File: src/rtl/pgpd_pkg.sv
package pgpd_pkg;

  typedef enum logic [2:0] {
    ST_SETTLE = 3'd0,
    ST_ARM    = 3'd1,
    ST_WAKE   = 3'd2,
    ST_RUN    = 3'd3,
    ST_PARK   = 3'd4,
    ST_OFF    = 3'd5
  } seq_state_t;

  localparam logic [1:0] FRQ_100 = 2'd0;
  localparam logic [1:0] FRQ_133 = 2'd1;
  localparam logic [1:0] FRQ_200 = 2'd2;
  localparam logic [1:0] FRQ_266 = 2'd3;

  typedef struct packed {
    logic       tbl;
    logic [2:0] sel;
  } strap_t;

  // returns {err, code}
  function automatic logic [2:0] decode_straps(input strap_t s);
    logic [2:0] r;
    r = {1'b1, FRQ_100};
    if (!s.tbl) begin
      case (s.sel)
        3'b101:  r = {1'b0, FRQ_100};
        3'b001:  r = {1'b0, FRQ_133};
        3'b010:  r = {1'b0, FRQ_200};
        3'b000:  r = {1'b0, FRQ_266};
        default: r = {1'b1, FRQ_100};
      endcase
    end else begin
      case (s.sel[1:0])
        2'b00:   r = {1'b0, FRQ_100};
        2'b01:   r = {1'b0, FRQ_133};
        2'b10:   r = {1'b0, FRQ_200};
        default: r = {1'b1, FRQ_100};
      endcase
    end
    return r;
  endfunction

endpackage

File: src/rtl/pgpd_sync.sv
module pgpd_sync #(
  parameter int          W       = 1,
  parameter int          STAGES  = 2,
  parameter logic [W-1:0] RST_VAL = '0
) (
  input  logic         clk,
  input  logic         rst,
  input  logic [W-1:0] d,
  output logic [W-1:0] q
);

  logic [W-1:0] pipe [STAGES];

  for (genvar s = 0; s < STAGES; s++) begin : g_stage
    if (s == 0) begin : g_first
      always_ff @(posedge clk) begin
        if (rst) pipe[s] <= RST_VAL;
        else     pipe[s] <= d;
      end
    end else begin : g_next
      always_ff @(posedge clk) begin
        if (rst) pipe[s] <= RST_VAL;
        else     pipe[s] <= pipe[s-1];
      end
    end
  end

  assign q = pipe[STAGES-1];

endmodule

File: src/rtl/pgpd_strap_latch.sv
module pgpd_strap_latch
  import pgpd_pkg::*;
(
  input  logic       clk,
  input  logic       rst,
  input  logic       cap_stb,
  input  strap_t     straps_s,
  output logic       valid,
  output logic [3:0] rb,
  output logic [1:0] code,
  output logic       err
);

  logic [2:0] dec;
  assign dec = decode_straps(straps_s);

  always_ff @(posedge clk) begin
    if (rst) begin
      valid <= 1'b0;
      rb    <= '0;
      code  <= FRQ_100;
      err   <= 1'b0;
    end else if (cap_stb && !valid) begin
      valid <= 1'b1;
      rb    <= straps_s;
      code  <= dec[1:0];
      err   <= dec[2];
    end
  end

  // once captured, the latched straps and decode never change
  p_latch_frozen_r1: assert property (@(posedge clk) disable iff (rst)
    valid |=> (valid && $stable(rb) && $stable(code) && $stable(err)));

  // an error always carries code 0
  p_err_code_zero_r5: assert property (@(posedge clk) disable iff (rst)
    err |-> (code == FRQ_100));

endmodule

File: src/rtl/pgpd_pd_seq.sv
module pgpd_pd_seq
  import pgpd_pkg::*;
#(
  parameter int DELAY_CYC = 3580,
  parameter int WAKE_CYC  = 25000,
  parameter int PD_HITS   = 2
) (
  input  logic clk,
  input  logic rst,
  input  logic sup_s,
  input  logic pin_s,
  input  logic pd_stb,
  input  logic all_parked,
  output logic cap_stb,
  output logic in_run,
  output logic in_park,
  output logic pll_en
);

  localparam int MAXC  = (DELAY_CYC > WAKE_CYC) ? DELAY_CYC : WAKE_CYC;
  localparam int CNT_W = $clog2(MAXC + 1);
  localparam int HIT_W = $clog2(PD_HITS + 1);
  localparam logic [CNT_W-1:0] DLY_LAST = CNT_W'(DELAY_CYC - 1);
  localparam logic [CNT_W-1:0] WAK_LAST = CNT_W'(WAKE_CYC - 1);
  localparam logic [HIT_W-1:0] HIT_LAST = HIT_W'(PD_HITS - 1);

  seq_state_t       state, nxt;
  logic [CNT_W-1:0] cnt;
  logic [HIT_W-1:0] hits;
  logic             cnt_clr, cnt_inc;

  always_comb begin
    nxt     = state;
    cnt_clr = 1'b0;
    cnt_inc = 1'b0;
    case (state)
      ST_SETTLE: begin
        if (!sup_s)                 cnt_clr = 1'b1;
        else if (cnt == DLY_LAST) begin
          nxt = ST_ARM;  cnt_clr = 1'b1;
        end else                    cnt_inc = 1'b1;
      end
      ST_ARM: begin
        if (!sup_s) begin
          nxt = ST_SETTLE; cnt_clr = 1'b1;
        end else if (!pin_s) begin
          nxt = ST_WAKE;   cnt_clr = 1'b1;
        end
      end
      ST_WAKE: begin
        if (cnt == WAK_LAST) begin
          nxt = ST_RUN; cnt_clr = 1'b1;
        end else cnt_inc = 1'b1;
      end
      ST_RUN:  if (pd_stb && pin_s && (hits == HIT_LAST)) nxt = ST_PARK;
      ST_PARK: if (all_parked) nxt = ST_OFF;
      ST_OFF: begin
        if (!pin_s) begin
          nxt = ST_WAKE; cnt_clr = 1'b1;
        end
      end
      default: nxt = ST_SETTLE;
    endcase
  end

  always_ff @(posedge clk) begin
    if (rst) begin
      state  <= ST_SETTLE;
      cnt    <= '0;
      hits   <= '0;
      pll_en <= 1'b0;
    end else begin
      state  <= nxt;
      if (cnt_clr)      cnt <= '0;
      else if (cnt_inc) cnt <= cnt + 1'b1;
      if (state != ST_RUN) hits <= '0;
      else if (pd_stb)     hits <= pin_s ? ((hits == HIT_LAST) ? hits : hits + 1'b1) : '0;
      pll_en <= (nxt == ST_WAKE) || (nxt == ST_RUN) || (nxt == ST_PARK);
    end
  end

  assign cap_stb = (state == ST_ARM) && sup_s && !pin_s;
  assign in_run  = (state == ST_RUN);
  assign in_park = (state == ST_PARK);

  // park is only entered from a strobe that saw the request high after enough hits
  p_park_needs_hits_r7: assert property (@(posedge clk) disable iff (rst)
    (in_park && $past(state) == ST_RUN) |-> $past(pd_stb && pin_s && hits == HIT_LAST));

  // the PLL is off in the powered-down state
  p_pll_off_when_down_r10: assert property (@(posedge clk) disable iff (rst)
    (state == ST_OFF && $past(state) == ST_OFF) |-> !pll_en);

endmodule

File: src/rtl/pgpd_out_park.sv
module pgpd_out_park #(
  parameter int NGRP = 2
) (
  input  logic            clk,
  input  logic            rst,
  input  logic            in_run,
  input  logic            in_park,
  input  logic            se_stb,
  input  logic            dif_stb,
  input  logic [NGRP-1:0] dm,
  output logic            se_run,
  output logic [NGRP-1:0] dif_run,
  output logic [NGRP-1:0] dif_hiz,
  output logic            all_parked
);

  always_ff @(posedge clk) begin
    if (rst)          se_run <= 1'b0;
    else if (in_run)  se_run <= 1'b1;
    else if (in_park) begin
      if (se_stb) se_run <= 1'b0;
    end else          se_run <= 1'b0;
  end

  for (genvar g = 0; g < NGRP; g++) begin : g_dif
    always_ff @(posedge clk) begin
      if (rst) begin
        dif_run[g] <= 1'b0;
        dif_hiz[g] <= 1'b0;
      end else if (in_run) begin
        dif_run[g] <= 1'b1;
        dif_hiz[g] <= 1'b0;
      end else if (in_park) begin
        if (dif_stb && dif_run[g]) begin
          dif_run[g] <= 1'b0;
          dif_hiz[g] <= dm[g];
        end
      end else begin
        dif_run[g] <= 1'b0;
      end
    end

    // a differential group only stops on its falling-edge strobe
    p_dif_stop_on_edge_r9: assert property (@(posedge clk) disable iff (rst)
      $fell(dif_run[g]) |-> $past(dif_stb));
  end

  assign all_parked = !se_run && (dif_run == '0);

  // single-ended outputs only stop on their falling-edge strobe
  p_se_stop_on_edge_r8: assert property (@(posedge clk) disable iff (rst)
    $fell(se_run) |-> $past(se_stb));

endmodule

File: src/rtl/pwrgood_pd_ctrl.sv
module pwrgood_pd_ctrl
  import pgpd_pkg::*;
#(
  parameter int NGRP      = 2,
  parameter int DELAY_CYC = 3580,
  parameter int WAKE_CYC  = 25000,
  parameter int PD_HITS   = 2
) (
  input  logic            clk,
  input  logic            rst,
  input  logic            supply_ok,
  input  logic            pg_pd_pin,
  input  logic [2:0]      strap_sel,
  input  logic            strap_tbl,
  input  logic            pd_sample_stb,
  input  logic            se_fall_stb,
  input  logic            dif_fall_stb,
  input  logic [NGRP-1:0] dif_tristate_mode,
  output logic            pll_en,
  output logic            se_run,
  output logic [NGRP-1:0] dif_run,
  output logic [NGRP-1:0] dif_hiz,
  output logic            straps_valid,
  output logic [3:0]      strap_rb,
  output logic [1:0]      freq_code,
  output logic            freq_err
);

  localparam int SW = 6;
  localparam logic [SW-1:0] SYNC_RST = 6'b010000;

  logic [SW-1:0] raw_s;
  logic          sup_s, pin_s, cap_stb, in_run, in_park, all_parked;
  strap_t        straps_s;

  pgpd_sync #(.W(SW), .STAGES(2), .RST_VAL(SYNC_RST)) u_sync (
    .clk (clk),
    .rst (rst),
    .d   ({supply_ok, pg_pd_pin, strap_tbl, strap_sel}),
    .q   (raw_s)
  );

  assign sup_s    = raw_s[5];
  assign pin_s    = raw_s[4];
  assign straps_s = raw_s[3:0];

  pgpd_strap_latch u_latch (
    .clk     (clk),
    .rst     (rst),
    .cap_stb (cap_stb),
    .straps_s(straps_s),
    .valid   (straps_valid),
    .rb      (strap_rb),
    .code    (freq_code),
    .err     (freq_err)
  );

  pgpd_pd_seq #(.DELAY_CYC(DELAY_CYC), .WAKE_CYC(WAKE_CYC), .PD_HITS(PD_HITS)) u_seq (
    .clk       (clk),
    .rst       (rst),
    .sup_s     (sup_s),
    .pin_s     (pin_s),
    .pd_stb    (pd_sample_stb),
    .all_parked(all_parked),
    .cap_stb   (cap_stb),
    .in_run    (in_run),
    .in_park   (in_park),
    .pll_en    (pll_en)
  );

  pgpd_out_park #(.NGRP(NGRP)) u_park (
    .clk       (clk),
    .rst       (rst),
    .in_run    (in_run),
    .in_park   (in_park),
    .se_stb    (se_fall_stb),
    .dif_stb   (dif_fall_stb),
    .dm        (dif_tristate_mode),
    .se_run    (se_run),
    .dif_run   (dif_run),
    .dif_hiz   (dif_hiz),
    .all_parked(all_parked)
  );

  // the two-bit table never yields the 266 MHz code
  p_tbl1_no_top_code_r4: assert property (@(posedge clk) disable iff (rst)
    (straps_valid && strap_rb[3]) |-> (freq_code != FRQ_266));

  // the PLL never turns off while an output still runs
  p_pll_off_after_park_r10: assert property (@(posedge clk) disable iff (rst)
    $fell(pll_en) |-> (!se_run && dif_run == '0));

  // outputs only run with the PLL on
  p_run_needs_pll_r11: assert property (@(posedge clk) disable iff (rst)
    se_run |-> pll_en);

endmodule

File: config.mk
export PLATFORM = sky130hd
export DESIGN_NAME = pwrgood_pd_ctrl
export DESIGN_NICKNAME = d
export VERILOG_FILES = /design/src/rtl/pgpd_pkg.sv /design/src/rtl/pgpd_sync.sv /design/src/rtl/pgpd_strap_latch.sv /design/src/rtl/pgpd_pd_seq.sv /design/src/rtl/pgpd_out_park.sv /design/src/rtl/pwrgood_pd_ctrl.sv
export SDC_FILE = /design/constraint.sdc
export NUM_CORES = 1
export LEC_CHECK = 0
export BUFFER_PORTS_ARGS = -buffer_cell sky130_fd_sc_hd__clkbuf_2
export CORE_MARGIN = 2
export CORE_UTILIZATION = 25
export CTS_CLUSTER_DIAMETER = 60
export DETAILED_ROUTE_END_ITERATION = 6
export HOLD_SLACK_MARGIN = 0.08
export PLACE_DENSITY = 0.46
export SLEW_MARGIN = 15
export SYNTH_ARGS = -nofsm -noshare
export SYNTH_HDL_FRONTEND = slang
export SYNTH_HIERARCHICAL = 1
export SYNTH_SLANG_ARGS = --single-unit
File: constraint.sdc
create_clock -name clk -period 1.9 [get_ports clk]
set_input_delay 0 -clock clk [delete_from_list [all_inputs] [get_ports clk]]
set_output_delay 0 -clock clk [all_outputs]
set_load 0.05 [all_outputs]
# Yosys cells after proc, flatten, opt, wreduce, memory -nomap -nowiden
# Memory sizes are Yosys's and may differ from the RTL's.
# Index checks and enable logic that the tools add are counted.
dict set report totals {
  register_bits 34
  latch_bits 0
  mem_bits_rw 12
  romBits 0
  out_inout_bits 14
  mem_count 1
}
# name depth word_bits read_ports rd_ports_with_merged_regs write_ports line
set memory_table {}
lappend memory_table {u_sync.pipe 2 6 2 0 2 pgpd_sync.sv:12} ;# logic [W-1:0] pipe [STAGES];
dict set report classes {
  addsub 2
  n_mul 0
  n_div 0
  order_cmp 0
  eq_ne 21
  n_shift 0
  mux 37
  bitwise 2
  reduce_logical 23
}
# operator n
set op_table {}
lappend op_table {{$mux 3} 8}
lappend op_table {{$mux 1} 20}
lappend op_table {{$pmux 3 s6} 1}
lappend op_table {{$add 15x1->15 const B} 1}
lappend op_table {{$eq 15x12->1 const B} 1}
lappend op_table {{$eq 15x15->1 const B} 1}
lappend op_table {{$eq 3x2->1 const B} 5}
lappend op_table {{$eq 3x3->1 const B} 4}
lappend op_table {{$mux 6} 2}
lappend op_table {{$pmux 3 s4} 1}
lappend op_table {{$ne 3x2->1 const B} 3}
lappend op_table {{$pmux 3 s3} 1}
lappend op_table {{$logic_and 1x1->1} 8}
lappend op_table {{$eq 3x1->1 const B} 2}
lappend op_table {{$logic_not 3->1} 2}
lappend op_table {{$reduce_and 2->1} 3}
lappend op_table {{$reduce_or 2->1} 3}
lappend op_table {{$eq 2x1->1 const B} 2}
lappend op_table {{$logic_not 2->1} 2}
lappend op_table {{$mux 2} 2}
lappend op_table {{$pmux 1 s4} 1}
lappend op_table {{$logic_not 1->1} 3}
lappend op_table {{$ne 3x3->1 const B} 1}
lappend op_table {{$add 2x1->2 const B} 1}
lappend op_table {{other kinds (5)} 7}

# Depth between registers and ports, before layout
dict set report depth {
  depth_word 7
  mapped_depth 7
  depth_no_buf 7
}

# Modules after synthesis
# The synthesis kept the hierarchy.
# module instances cells_each area_per_inst_um2
set modules_own_cells {}
lappend modules_own_cells {pgpd_pd_seq 1 136 1146.1}
lappend modules_own_cells {pgpd_strap_latch 1 37 339.1}
lappend modules_own_cells {pgpd_sync 1 25 326.6}
lappend modules_own_cells {pgpd_out_park 1 21 209.0}

# Worst setup path before layout
# OpenSTA, ideal clock, no wires.
dict set report synth_timing {
  path_kind {reg-to-reg}
  startpoint {reg u_seq.cnt[0]}
  endpoint {reg u_seq.cnt[10]}
  setup_time_ns 0.118
  t_arrival_ns 1.500
  t_required_ns 1.782
  slack_ns 0.282
  path_stages_with_launch 8
  n_path_buf 1
  synth_period_minus_slack_ns 1.618
  cell_sequence {dfxtp_1 > ha_1 > nor3b_1 > and4_1 > o211ai_1 > nand3_1 > buf_2 > nor2_1}
}
dict set report synth_via {
  elab_chain_len 5
  word_cells_on_any_way 12
}
# item line
set synth_rtl {}
lappend synth_rtl {{start, declared} pgpd_pd_seq.sv:28} ;# logic [CNT_W-1:0] cnt;
lappend synth_rtl {{start signal, assigned} pgpd_pd_seq.sv:75} ;# else if (cnt_inc) cnt <= cnt + 1'b1;
lappend synth_rtl {{$eq 15x12->1} pgpd_pd_seq.sv:39} ;# else if (cnt == DLY_LAST) begin
lappend synth_rtl {{$mux 1} pgpd_pd_seq.sv:39}
lappend synth_rtl {{$mux 1} pgpd_pd_seq.sv:38} ;# if (!sup_s) cnt_clr = 1'b1;
lappend synth_rtl {{$pmux 1 s4} pgpd_pd_seq.sv:36} ;# case (state)
lappend synth_rtl {{$reduce_or 2->1 (no source line)} n/a}
# Parallel ways exist; a longest one is shown, timed or not.
# A chain may end at the register's enable or synchronous reset.

# Worst setup path after layout
dict set report layout_timing {
  startpoint {reg u_seq.state[2]}
  endpoint {reg u_seq.cnt[8]}
}
dict set report layout_via {
  elab_chain_len 3
  word_cells_on_any_way 7
}
# item line
set layout_rtl {}
lappend layout_rtl {{start, declared} pgpd_pd_seq.sv:27} ;# seq_state_t state, nxt;
lappend layout_rtl {{start signal, assigned} pgpd_pd_seq.sv:73} ;# state <= nxt;
lappend layout_rtl {{$eq 3x3->1, or another cell as far along} pgpd_pd_seq.sv:36}
lappend layout_rtl {{$pmux 1 s4} pgpd_pd_seq.sv:36}
lappend layout_rtl {{$reduce_or 2->1 (no source line)} n/a}
# Parallel ways exist; a longest one is shown, timed or not.

==> summary.txt <==
CTS
  • Total CTS buffers: 5
  • Clock transition at path regs: 0.09 ns
  • Clk sinks: 46
  • Post-CTS setup buffer count: 0
  • Bufs on Longest Clock Path: 2
  • Htree depth: 2
  • Root Buffer Master: clkbuf_8
  • TritonCTS clock tree: built
  • Worst-Skew Late Latency: 0.30 ns

STA
  • Slew Limit Headroom: 72.6%
  • TNS Setup: 0 ns
  • F_max: 586 MHz
  • Clock Skew: 0.00812 ns
  • Slew @ Worst Pin: 0.410 ns
  • RSZ-0062 raised after global routing: false
  • Setup violators final: 0
  • Pins Over Slew Limit: 0
  • Final period utilization: 89.9%
  • Final critical-path required period: 1.71 ns
  • Final-report hold violation count: 0

Synth
  • Post-synth EDFFs: 0
  • FFs w/ async S/R, synth: 0%
  • Post-synth top area share: 45.6%
  • Most frequent cell after synthesis: dfxtp_1
  • Top cells by count, synth: dfxtp_1 (46), nand2_1 (22), nor2_1 (21), a21oi_1 (12), nor2b_1 (11)
  • YS warnings: 6
  • #FFs+latches synth: 46
  • Leading post-synthesis cells by cell area: dfxtp_1 (46%), nand2_1 (4.1%), nor2_1 (3.9%)
  • Synthesized area per cell: 9.23 sq um
  • Post-synthesis sequential area ratio: 45.6%
  • Synth Flop Type: dfxtp_1
  • Post-synthesis instance total: 219
  • Area leader, netlist: dfxtp_1
  • Net Count, Synth: 234
  • Mapped Area: 2020 sq um
  • Netlist cell types: 47

Detailed routing
  • DRC: 0
  • Drt via density: 4.45
  • DRT antenna net count: 0
  • Routed WL: 3930 microns
  • Vias: 1,601
  • Drt first-iter violations: 56
  • Drt pass-1 iters: 4
  • Routed length per instance: 10.9 microns

Placement
  • Post-DP HPWL: 2780 microns
  • Port-buffer cells: 26
  • Gpl congestion: 0.727
  • Dpl cell area: 2270 sq um

Layout
  • Final Core Density: 31.9%
  • Final nets: 272
  • Final instance area: 2470 sq um
  • FILL cells: 839
  • Antenna diode count: 0
  • Syn-to-layout area delta: 22.5%
  • Share of post-route cells with drive strength above 1: 19.0%

Setup path
  • CP peak stage delay: 0.46 ns
  • CP endpoint: u_seq/cnt[8]
  • Worst r2r src: u_seq/state[2]
  • Worst Path Max Fanout: 12
  • CP Capture Type: flip-flop
  • Slowest library cell on the worst path: or3b_4
  • Cell depth of the worst setup path: 5
  • Worst Path Required: 2.10 ns
  • Depth of the most critical reg-to-reg path: 5
  • Buf+Inv Stages, Crit Path: 0
  • Crit-path leading delay family: simple AND/OR/NAND/NOR gates
  • CP Class: flip-flop to flip-flop
  • CP cell instances: or3b_4 > nor3b_4 > and3_1 > xnor2_1 > nor2_2
  • Crit. Startpoint: u_seq/state[2]
  • Crit path DAT: 1.90 ns
  • R2r endpoint: u_seq/cnt[8]
  • Reg2reg setup slack: 0.19 ns
  • CP Launch Type: flip-flop

Floorplanning
  • Top-Level Pins: 27
  • Area of the core: 7770 sq um
  • Site Rows: 32
  • Initial Util: 26.0%
  • Die ar.: 8820 sq um
  • Die Span X: 93.9 microns
  • Die Y-Extent: 93.9 microns

Power and ir drop
  • Cell area power density: 716 nW/um^2
  • Power Total: 1770 uW
  • Max VDD drop: 0.214 mV
  • Leakage: 0.000938 uW

GRT
  • Vias in the first global route: 1,493
  • Overflow after GRT: 0
  • Antenna violations before repair: 0
  • Largest net degree at the start of global routing: 20
  • All-Layer GR Usage: 9.67%
  • First-pass GRT wire length: 6800 microns

Job
  • Max Cap Viol: 0

Worst hold path
  • Hold wc startpoint: dif_tristate_mode[1]
  • Worst Hold Class: input pin to flip-flop

Status
  • Status: finished clean
-- cells by family (layout without fill, tap and decap cells) --
logic type	count (synthesis)	count (layout)	share of synthesized area, %
multiplexers	4	4	2.17
adder cells (fa/ha/maj)	2	2	1.24
buffers and inverters	14	53	3.53
AO/OA/AOI/OAI	28	28	9.72
XOR/XNOR	14	14	6.07
flip-flops	46	46	45.6
AND/OR/NAND/NOR	111	111	31.7
-- sequential cells by signal (all words and copies together), names as in the netlist --
register	cells
u_seq/hits	2
u_latch/rb	4
u_seq/pll_en	1
u_sync/pipe	12
u_seq/cnt	15
u_park/dif_hiz	2
u_latch/err	1
u_latch/code	2
u_park/se_run	1
u_latch/valid	1
u_park/dif_run	2
u_seq/state	3
-- through the flow --
stage / instances / worst slack (ns) / hold slack, ns
3_5_place_dp: 343 / 0.109 / 0.183
2_1_floorplan: 219 / 0.282 / 0.0691
5_1_grt: 360 / 0.0288 / 0.0978
4_1_cts: 360 / 0.0629 / 0.0831
6_report: 360 / 0.192 / 0.0878
3_3_place_gp: 343 / 0.163 / 0.182
-- cell usage in the layout (no fill, tap or decap), drive strengths merged, types with 2 or more instances in the layout --
cell type	synthesis	layout
xnor2	5	5
a31oi	3	3
nor4b	2	2
ha	2	2
nand4	4	4
o211ai	2	2
mux2	3	3
buf	5	3
or2	2	2
nand2	22	22
o41ai	2	2
clkbuf	2	32
dlygate4sd3	0	9
a21oi	12	12
inv	7	7
nand3b	5	5
nand3	7	7
a21o	2	2
nor2b	12	12
nor3b	7	7
nand2b	3	3
and4	3	3
nor2	23	23
and3	6	6
dfxtp	46	46
nor4	2	2
xor2	9	9
o21ai	2	2
nor3	7	7
-- routing by layer --
layer / part of all wire (%) / wire length, microns / GRT usage, %
met5: 0 / 0 / 0
met4: 1.3 / 50 / 3.74
met2: 44 / 1710 / 14.8
met3: 5.0 / 197 / 3.05
met1: 50 / 1970 / 12.6
-- how the worst min path moves through the flow --
stage                     slack [ns]  cells past startpoint           endpoint
after floorplan                 0.07                      1  u_park/dif_run[0]
after global placement          0.18                      2  u_sync/pipe[0][4]
after detailed placement        0.18                      2  u_sync/pipe[0][4]
after CTS                       0.08                      3  u_park/dif_hiz[1]
after global routing             0.1                      4      u_seq/hits[0]
final                           0.09                      3  u_park/dif_hiz[1]
-- worst min-delay path, delay by kind of cell --
kind | cells | cell delay (ns)
buffers and inverters | 1 | 0.07
multiplexers | 1 | 0.14
AND/OR/NAND/NOR | 1 | 0.15
-- where the power goes --
part           switching (uW)  total, uW  internal [uW]
Combinational            31.2       71.0           39.8
Clock                     325        718            392
Sequential               8.11        983            975
Total                     364       1770           1410
-- repair_timing --
action	4_1_cts	5_1_grt
endpoints found under the setup margin	0	4
hold buffers	9	0
gates resized for setup	0	1
endpoints found under the hold margin	11	0
-- final cells by class --
type	count	area, sq um	area share [%]
clock inverter	2	37.5	1.52
timing repair buffer	38	255	10.3
multi-input combinational	159	1030	41.8
inverter	7	26.3	1.06
sequential	46	921	37.2
clock buffer	6	72.6	2.93
tap	102	128	5.16
Note: power is estimated with default switching activity, not from simulation.
